===== src/rtl/shuttle_pkg.sv =====
package shuttle_pkg;
  localparam int NUM_OPERANDS = 4;
  localparam int NUM_COORDS   = 3;

  typedef enum logic [1:0] {
    OPER_SCALAR = 2'd0,
    OPER_X      = 2'd1,
    OPER_Y      = 2'd2,
    OPER_Z      = 2'd3
  } oper_sel_e;

  // strobes from control to datapath
  typedef struct packed {
    logic capture;   // snapshot result coordinates this edge
    logic drive;     // output port carries a result word
  } shuttle_strobe_t;
endpackage


===== src/rtl/shuttle_ctrl.sv =====
module shuttle_ctrl
  import shuttle_pkg::*;
#(
  parameter int WORDS = 8,
  localparam int IDX_W = $clog2(WORDS),
  localparam int CRD_W = $clog2(NUM_COORDS)
) (
  input  logic             clk,
  input  logic             rst_n,
  input  logic             act,
  input  logic             coreDone,
  output logic             coreStart,
  output logic             go,
  output logic [CRD_W-1:0] coordSel,
  output logic [IDX_W-1:0] wordSel,
  output shuttle_strobe_t  strobe
);
  localparam logic [IDX_W-1:0] LAST_WORD  = IDX_W'(WORDS - 1);
  localparam logic [CRD_W-1:0] LAST_COORD = CRD_W'(NUM_COORDS - 1);

  logic actQ, doneQ, goQ;
  logic [CRD_W-1:0] coordQ;
  logic [IDX_W-1:0] wordQ;
  logic doneRise;

  assign doneRise = coreDone && !doneQ;

  always_ff @(posedge clk or negedge rst_n) begin
    if (!rst_n) begin
      actQ      <= 1'b0;
      doneQ     <= 1'b0;
      coreStart <= 1'b0;
    end else begin
      actQ      <= act;
      doneQ     <= coreDone;
      coreStart <= act && !actQ;
    end
  end

  always_ff @(posedge clk or negedge rst_n) begin
    if (!rst_n) begin
      goQ    <= 1'b0;
      coordQ <= '0;
      wordQ  <= '0;
    end else if (!goQ) begin
      if (doneRise) begin
        goQ    <= 1'b1;
        coordQ <= '0;
        wordQ  <= '0;
      end
    end else if (wordQ == LAST_WORD) begin
      wordQ <= '0;
      if (coordQ == LAST_COORD) begin
        goQ    <= 1'b0;
        coordQ <= '0;
      end else begin
        coordQ <= coordQ + 1'b1;
      end
    end else begin
      wordQ <= wordQ + 1'b1;
    end
  end

  always_comb begin
    strobe.capture = doneRise && !goQ;
    strobe.drive   = goQ;
  end

  assign go       = goQ;
  assign coordSel = coordQ;
  assign wordSel  = wordQ;
endmodule


===== src/rtl/shuttle_datapath.sv =====
module shuttle_datapath
  import shuttle_pkg::*;
#(
  parameter int WORD_W = 32,
  parameter int VAL_W  = 256,
  localparam int WORDS = VAL_W / WORD_W,
  localparam int IDX_W = $clog2(WORDS),
  localparam int CRD_W = $clog2(NUM_COORDS)
) (
  input  logic              clk,
  input  logic              rst_n,
  input  logic              wrEn,
  input  logic [1:0]        wrSel,
  input  logic [IDX_W-1:0]  wrIdx,
  input  logic [WORD_W-1:0] wrWord,
  output logic [VAL_W-1:0]  opD,
  output logic [VAL_W-1:0]  opX,
  output logic [VAL_W-1:0]  opY,
  output logic [VAL_W-1:0]  opZ,
  input  logic [VAL_W-1:0]  resX,
  input  logic [VAL_W-1:0]  resY,
  input  logic [VAL_W-1:0]  resZ,
  input  shuttle_strobe_t   strobe,
  input  logic [CRD_W-1:0]  coordSel,
  input  logic [IDX_W-1:0]  wordSel,
  output logic [WORD_W-1:0] outWord
);
  logic [NUM_OPERANDS-1:0] selHot;
  logic [VAL_W-1:0] bank [NUM_OPERANDS];
  logic [VAL_W-1:0] resIn [NUM_COORDS];
  logic [VAL_W-1:0] resCap [NUM_COORDS];

  always_comb begin
    selHot        = '0;
    selHot[wrSel] = 1'b1;
  end

  for (genvar g = 0; g < NUM_OPERANDS; g++) begin : g_bank
    always_ff @(posedge clk or negedge rst_n) begin
      if (!rst_n) bank[g] <= '0;
      else if (wrEn && selHot[g]) bank[g][wrIdx*WORD_W +: WORD_W] <= wrWord;
    end
  end

  assign opD = bank[OPER_SCALAR];
  assign opX = bank[OPER_X];
  assign opY = bank[OPER_Y];
  assign opZ = bank[OPER_Z];

  assign resIn[0] = resX;
  assign resIn[1] = resY;
  assign resIn[2] = resZ;

  for (genvar c = 0; c < NUM_COORDS; c++) begin : g_cap
    always_ff @(posedge clk or negedge rst_n) begin
      if (!rst_n) resCap[c] <= '0;
      else if (strobe.capture) resCap[c] <= resIn[c];
    end
  end

  always_comb begin
    outWord = '0;
    if (strobe.drive) outWord = resCap[coordSel][wordSel*WORD_W +: WORD_W];
  end
endmodule


===== src/rtl/operand_shuttle.sv =====
module operand_shuttle
  import shuttle_pkg::*;
#(
  parameter int WORD_W = 32,
  parameter int VAL_W  = 256,
  localparam int WORDS = VAL_W / WORD_W,
  localparam int IDX_W = $clog2(WORDS)
) (
  input  logic              clk,
  input  logic              rst_n,
  input  logic              wrEn,
  input  logic [1:0]        wrSel,
  input  logic [IDX_W-1:0]  wrIdx,
  input  logic [WORD_W-1:0] wrWord,
  output logic [VAL_W-1:0]  opD,
  output logic [VAL_W-1:0]  opX,
  output logic [VAL_W-1:0]  opY,
  output logic [VAL_W-1:0]  opZ,
  input  logic              act,
  output logic              coreStart,
  input  logic              coreDone,
  input  logic [VAL_W-1:0]  resX,
  input  logic [VAL_W-1:0]  resY,
  input  logic [VAL_W-1:0]  resZ,
  output logic              go,
  output logic [WORD_W-1:0] outWord
);
  localparam int CRD_W = $clog2(NUM_COORDS);

  shuttle_strobe_t  strobe;
  logic [CRD_W-1:0] coordSel;
  logic [IDX_W-1:0] wordSel;

  shuttle_ctrl #(.WORDS(WORDS)) u_ctrl (
    .clk(clk), .rst_n(rst_n), .act(act), .coreDone(coreDone),
    .coreStart(coreStart), .go(go), .coordSel(coordSel),
    .wordSel(wordSel), .strobe(strobe)
  );

  shuttle_datapath #(.WORD_W(WORD_W), .VAL_W(VAL_W)) u_dp (
    .clk(clk), .rst_n(rst_n), .wrEn(wrEn), .wrSel(wrSel), .wrIdx(wrIdx),
    .wrWord(wrWord), .opD(opD), .opX(opX), .opY(opY), .opZ(opZ),
    .resX(resX), .resY(resY), .resZ(resZ), .strobe(strobe),
    .coordSel(coordSel), .wordSel(wordSel), .outWord(outWord)
  );
endmodule


===== config.mk =====
export PLATFORM = sky130hd
export DESIGN_NAME = operand_shuttle
export DESIGN_NICKNAME = d
export VERILOG_FILES = /design/src/rtl/shuttle_pkg.sv /design/src/rtl/shuttle_ctrl.sv /design/src/rtl/shuttle_datapath.sv /design/src/rtl/operand_shuttle.sv
export SDC_FILE = /design/constraint.sdc
export NUM_CORES = 2
export LEC_CHECK = 0
export ABC_CLOCK_PERIOD_IN_PS = 2050
export CELL_PAD_IN_SITES_DETAIL_PLACEMENT = 0
export CELL_PAD_IN_SITES_GLOBAL_PLACEMENT = 2
export CORE_AREA = 2 2 725 727
export CTS_BUF_LIST = sky130_fd_sc_hd__clkbuf_16
export DETAILED_ROUTE_END_ITERATION = 8
export DIE_AREA = 0 0 727 729
export DONT_BUFFER_PORTS = 1
export GPL_TIMING_DRIVEN = 0
export PLACE_DENSITY = 0.35
export SETUP_SLACK_MARGIN = 0.1
export SLEW_MARGIN = 40
export SYNTH_ARGS = -nofsm -noshare
export SYNTH_HDL_FRONTEND = slang
export SYNTH_SLANG_ARGS = --single-unit

===== constraint.sdc =====
create_clock -name clk -period 2.05 [get_ports clk]
set_input_delay 0.1025 -clock clk [delete_from_list [all_inputs] [get_ports clk]]
set_output_delay 0.1025 -clock clk [all_outputs]
set_load 0.02 [all_outputs]

==> metrics.txt <==
Post-DP Area 85,500 um2; vias in the first global route 67,200; Die Area 530,000 um2; Synth cell types 43; Worst EP arrival 3.45 ns; first-pass GRT wire length 710,000 um; Synth Area in Simple Gates 15.1%; routed wire length 559,000 um; die width 727 um; post-synthesis register bit count 1,801; die height 729 um; Hold Crit Class in -> reg; Power, Total 157 mW; drt drc 0; Max FO, Critical Path 10; Synth Flop Type dfrtp_1; Crit path required time 1.95 ns; register area share after synthesis 60.0%; PortBufs 0; Max Fclk 282 MHz; CP most frequent cell buf_16; Async S/R FF share, synth 100%; Syn Area/Cell 10.9 um2; critical path class reg -> out; CP startpoint kind register; total grt overflow 0; Synth Instances 6,915; Max-cap violations 0; Final nets 9,730; Final ANT Viol Nets 0; GPL Wtd Cong 0.826; GR Util All Layers 20.3%; max incr delay on CP 0.59 ns; Synth Warn # 0; clk root buf clkbuf_16; failing checks negative setup slack; clk sinks 1,801; Post-Synth XOR/XNOR Area 0%; hold depth 3; sw power 66.1 mW; initial antenna violation count 121; crit-path cells buf_12 > buf_16 > buf_16 > mux2i_4 > a2bb2oi_4 > a221oi_4 > o41a_4; Clock Path Buffers 4; initial core utilization 14.4%; Switching Fraction 42.1%; clock skew 0.0647 ns; min Tclk post-route 3.55 ns; Layout area overhead 54.5%; num ports 1,868; R2R Setup Slk 0.11 ns; Pins Over Slew Limit 0; complex-gate fraction of the synthesized area 6.00%; worst-margin pin slew 0.953 ns; WP buf/inv 3; CP max-delay cell o41a_4; Pleak 53.7 nW; Setup crit end kind output port; main combinational cell family by area after synthesis multiplexers; PD cells 1350 nW/um2; Reg2Reg Depth 7; largest net degree at the start of global routing 204; share of cells above drive strength 1 24.6%; endpoints failing hold 0; sequential share of power 36.3%; clock power share 26.0%; Cell Area, Synth 75,100 um2; internal power 90.9 mW; post-DP HPWL 439,000 um; Place WS -2.04 ns; RSZ-0062 raised after global routing yes; cts bufs inserted 240; Worst-path clk slew 0.06 ns; synthesized net count 7,730; Comb power frac 37.7%; Worst slew margin 36.3%; worst setup margin -1.50 ns; via count 63,200; # setup viols final 1,933; maximum VDD drop 0.824 mV; CP delay by family, top compound AO/OA/AOI/OAI gates; H-tree depth 4; Post-synth EDFFs 0; final instance area 116,000 um2; 1st-pass router iterations 7; core area 523,000 um2; status complete, but fails checks; post-route clock period utilization 173%; # rows 266; worst skew pair latency 0.92 ns; Crit. path cell count 7; CTS tree done; first-iteration detailed-routing DRC count 3,924; synthesized-area fraction occupied by adder cells 0.0833%; via/cell ratio 3.91; mux cell area share after synthesis 15.7%; drt wl/cell 34.6 um
==> synthesized netlist by cell type, types with 38 or more instances <==
master	number	area (um2)
or2_2	107	669
dfrtp_1	1801	45100
a21oi_1	104	521
a221oi_1	104	911
and3_1	38	238
mux2i_1	288	2880
mux2_2	701	7890
clkbuf_1	334	1250
a2bb2oi_1	128	1120
buf_2	109	546
mux2_4	48	721
nand2_1	2587	9710
o21ai_0	273	1370
and2_1	59	369
==> final timing paths <==
kind                                    start               end
max                        u_ctrl.coordSel[0]       outWord[27]
min                                 wrWord[7]      u_dp.opY[71]
max reg2reg                         u_ctrl.go  u_dp.resCap[479]
min reg2reg                       u_ctrl.actQ  u_ctrl.coreStart
max in group asynchronous               rst_n     u_dp.opY[182]
min in group asynchronous               rst_n  u_dp.resCap[246]
==> metrics by stage <==
stage | std cells | setup TNS, ns | util [%] | hold WS, ns
CTS | 16000 | -1503.43 | 21.8 | 0.000600
floorplan | 6915 | 0 | - | -0.193
detailed placement | 13900 | -1941.71 | 16.4 | -0.185
finish | 16200 | -865.95 | 22.2 | 0.0127
global route | 16100 | -998.37 | 22.2 | 0.00716
global placement | 13900 | -2984.52 | 16.0 | 0.0440
==> final cells by class <==
type,count,area [um2]
Tap cell,6968,8720
Multi-Input combinational cell,4580,32000
Clock buffer,242,6060
Sequential cell,1801,45100
Antenna cell,100,250
Buffer,498,3710
Inverter,35,131
Fill cell,56400,407000
Timing Repair Buffer,1759,18800
Clock inverter,186,1260
==> flip-flops by register name, summed over array words and instances (netlist names), 2 cells and up <==
signal / cells
u_dp.opX: 256
u_ctrl.wordSel: 3
u_ctrl.coordSel: 2
u_dp.resCap: 768
u_dp.opD: 256
u_dp.opY: 256
u_dp.opZ: 256
==> kinds of logic after synthesis <==
| group | Yosys count |
|---|---|
| buf+inv | 534 |
| simple gates | 2852 |
| flops | 1801 |
| mux | 1054 |
| fa+ha+maj | 5 |
| compound gates | 669 |
==> worst reg2reg max path, stage by stage (launching register included) <==
cell and delay, ns:
dfrtp_4 0.58, nor2_4 0.17, buf_12 0.19, clkbuf_16 0.24, buf_16 0.17, clkbuf_4 0.25, nand2_1 0.18, nand2_1 0.11
==> layer usage <==
metal	track usage [%]	vias to the layer above	share of wire, %
met1	22.2	32900	37
met4	6.89	6	4.2
met3	5.20	673	6.6
li1	-	27200	-
met5	0	-	0.0063
met2	37.8	2388	52
==> what timing repair did <==
item / in CTS / in global routing
gates resized for setup: 892 / 365
endpoints found under the setup margin: 1466 / 2725
hold buffers: 1616 / 16
setup buffers: 20 / 16
pin swaps: 27 / 22
hold endpoints to repair: 2444 / 233
cloned: 9 / 16
==> cell usage in the layout, fill, tap and decap left out, types with 13 or more instances in the layout <==
cell | synthesis | layout
nand2_1 | 2587 | 2518
dfrtp_1 | 1801 | 1787
dlygate4sd3_1 | 0 | 1593
mux2_2 | 701 | 701
o21ai_0 | 273 | 273
clkbuf_16 | 0 | 262
clkbuf_2 | 0 | 154
mux2i_1 | 288 | 154
a21oi_1 | 104 | 101
diode_2 | 0 | 100
buf_2 | 109 | 98
or2_2 | 107 | 97
inv_1 | 35 | 93
mux2i_4 | 0 | 80
clkbuf_4 | 0 | 72
clkbuf_1 | 334 | 67
clkinv_1 | 0 | 63
buf_4 | 19 | 61
buf_16 | 0 | 56
mux2i_2 | 0 | 54
a2bb2oi_2 | 0 | 51
nand2_2 | 0 | 51
and2_1 | 59 | 49
mux2_4 | 48 | 48
buf_6 | 6 | 47
a221oi_4 | 0 | 45
buf_12 | 0 | 42
a2bb2oi_4 | 0 | 42
a221oi_2 | 0 | 40
and3_1 | 38 | 36
clkinv_2 | 0 | 36
a2bb2oi_1 | 128 | 35
clkbuf_8 | 0 | 29
o41a_4 | 0 | 25
a221oi_1 | 104 | 19
nand2_4 | 0 | 18
o2bb2ai_1 | 30 | 13
nor2_1 | 19 | 13
dfrtp_2 | 0 | 13
==> power groups by stage <==
| stage | clock (mW) | sequential (mW) | combinational (mW) |
|---|---|---|---|
| 6_report | 40.8 | 57.0 | 59.2 |
| 5_1_grt | 43.6 | 57.9 | 62.1 |
| 2_1_floorplan | 0 | 51.6 | 22.0 |
| 4_1_cts | 42.2 | 56.8 | 57.5 |
| 3_5_place_dp | 0 | 56.4 | 44.7 |
| 3_3_place_gp | 0 | 56.3 | 41.9 |
Note: power is estimated with default switching activity, not from simulation.
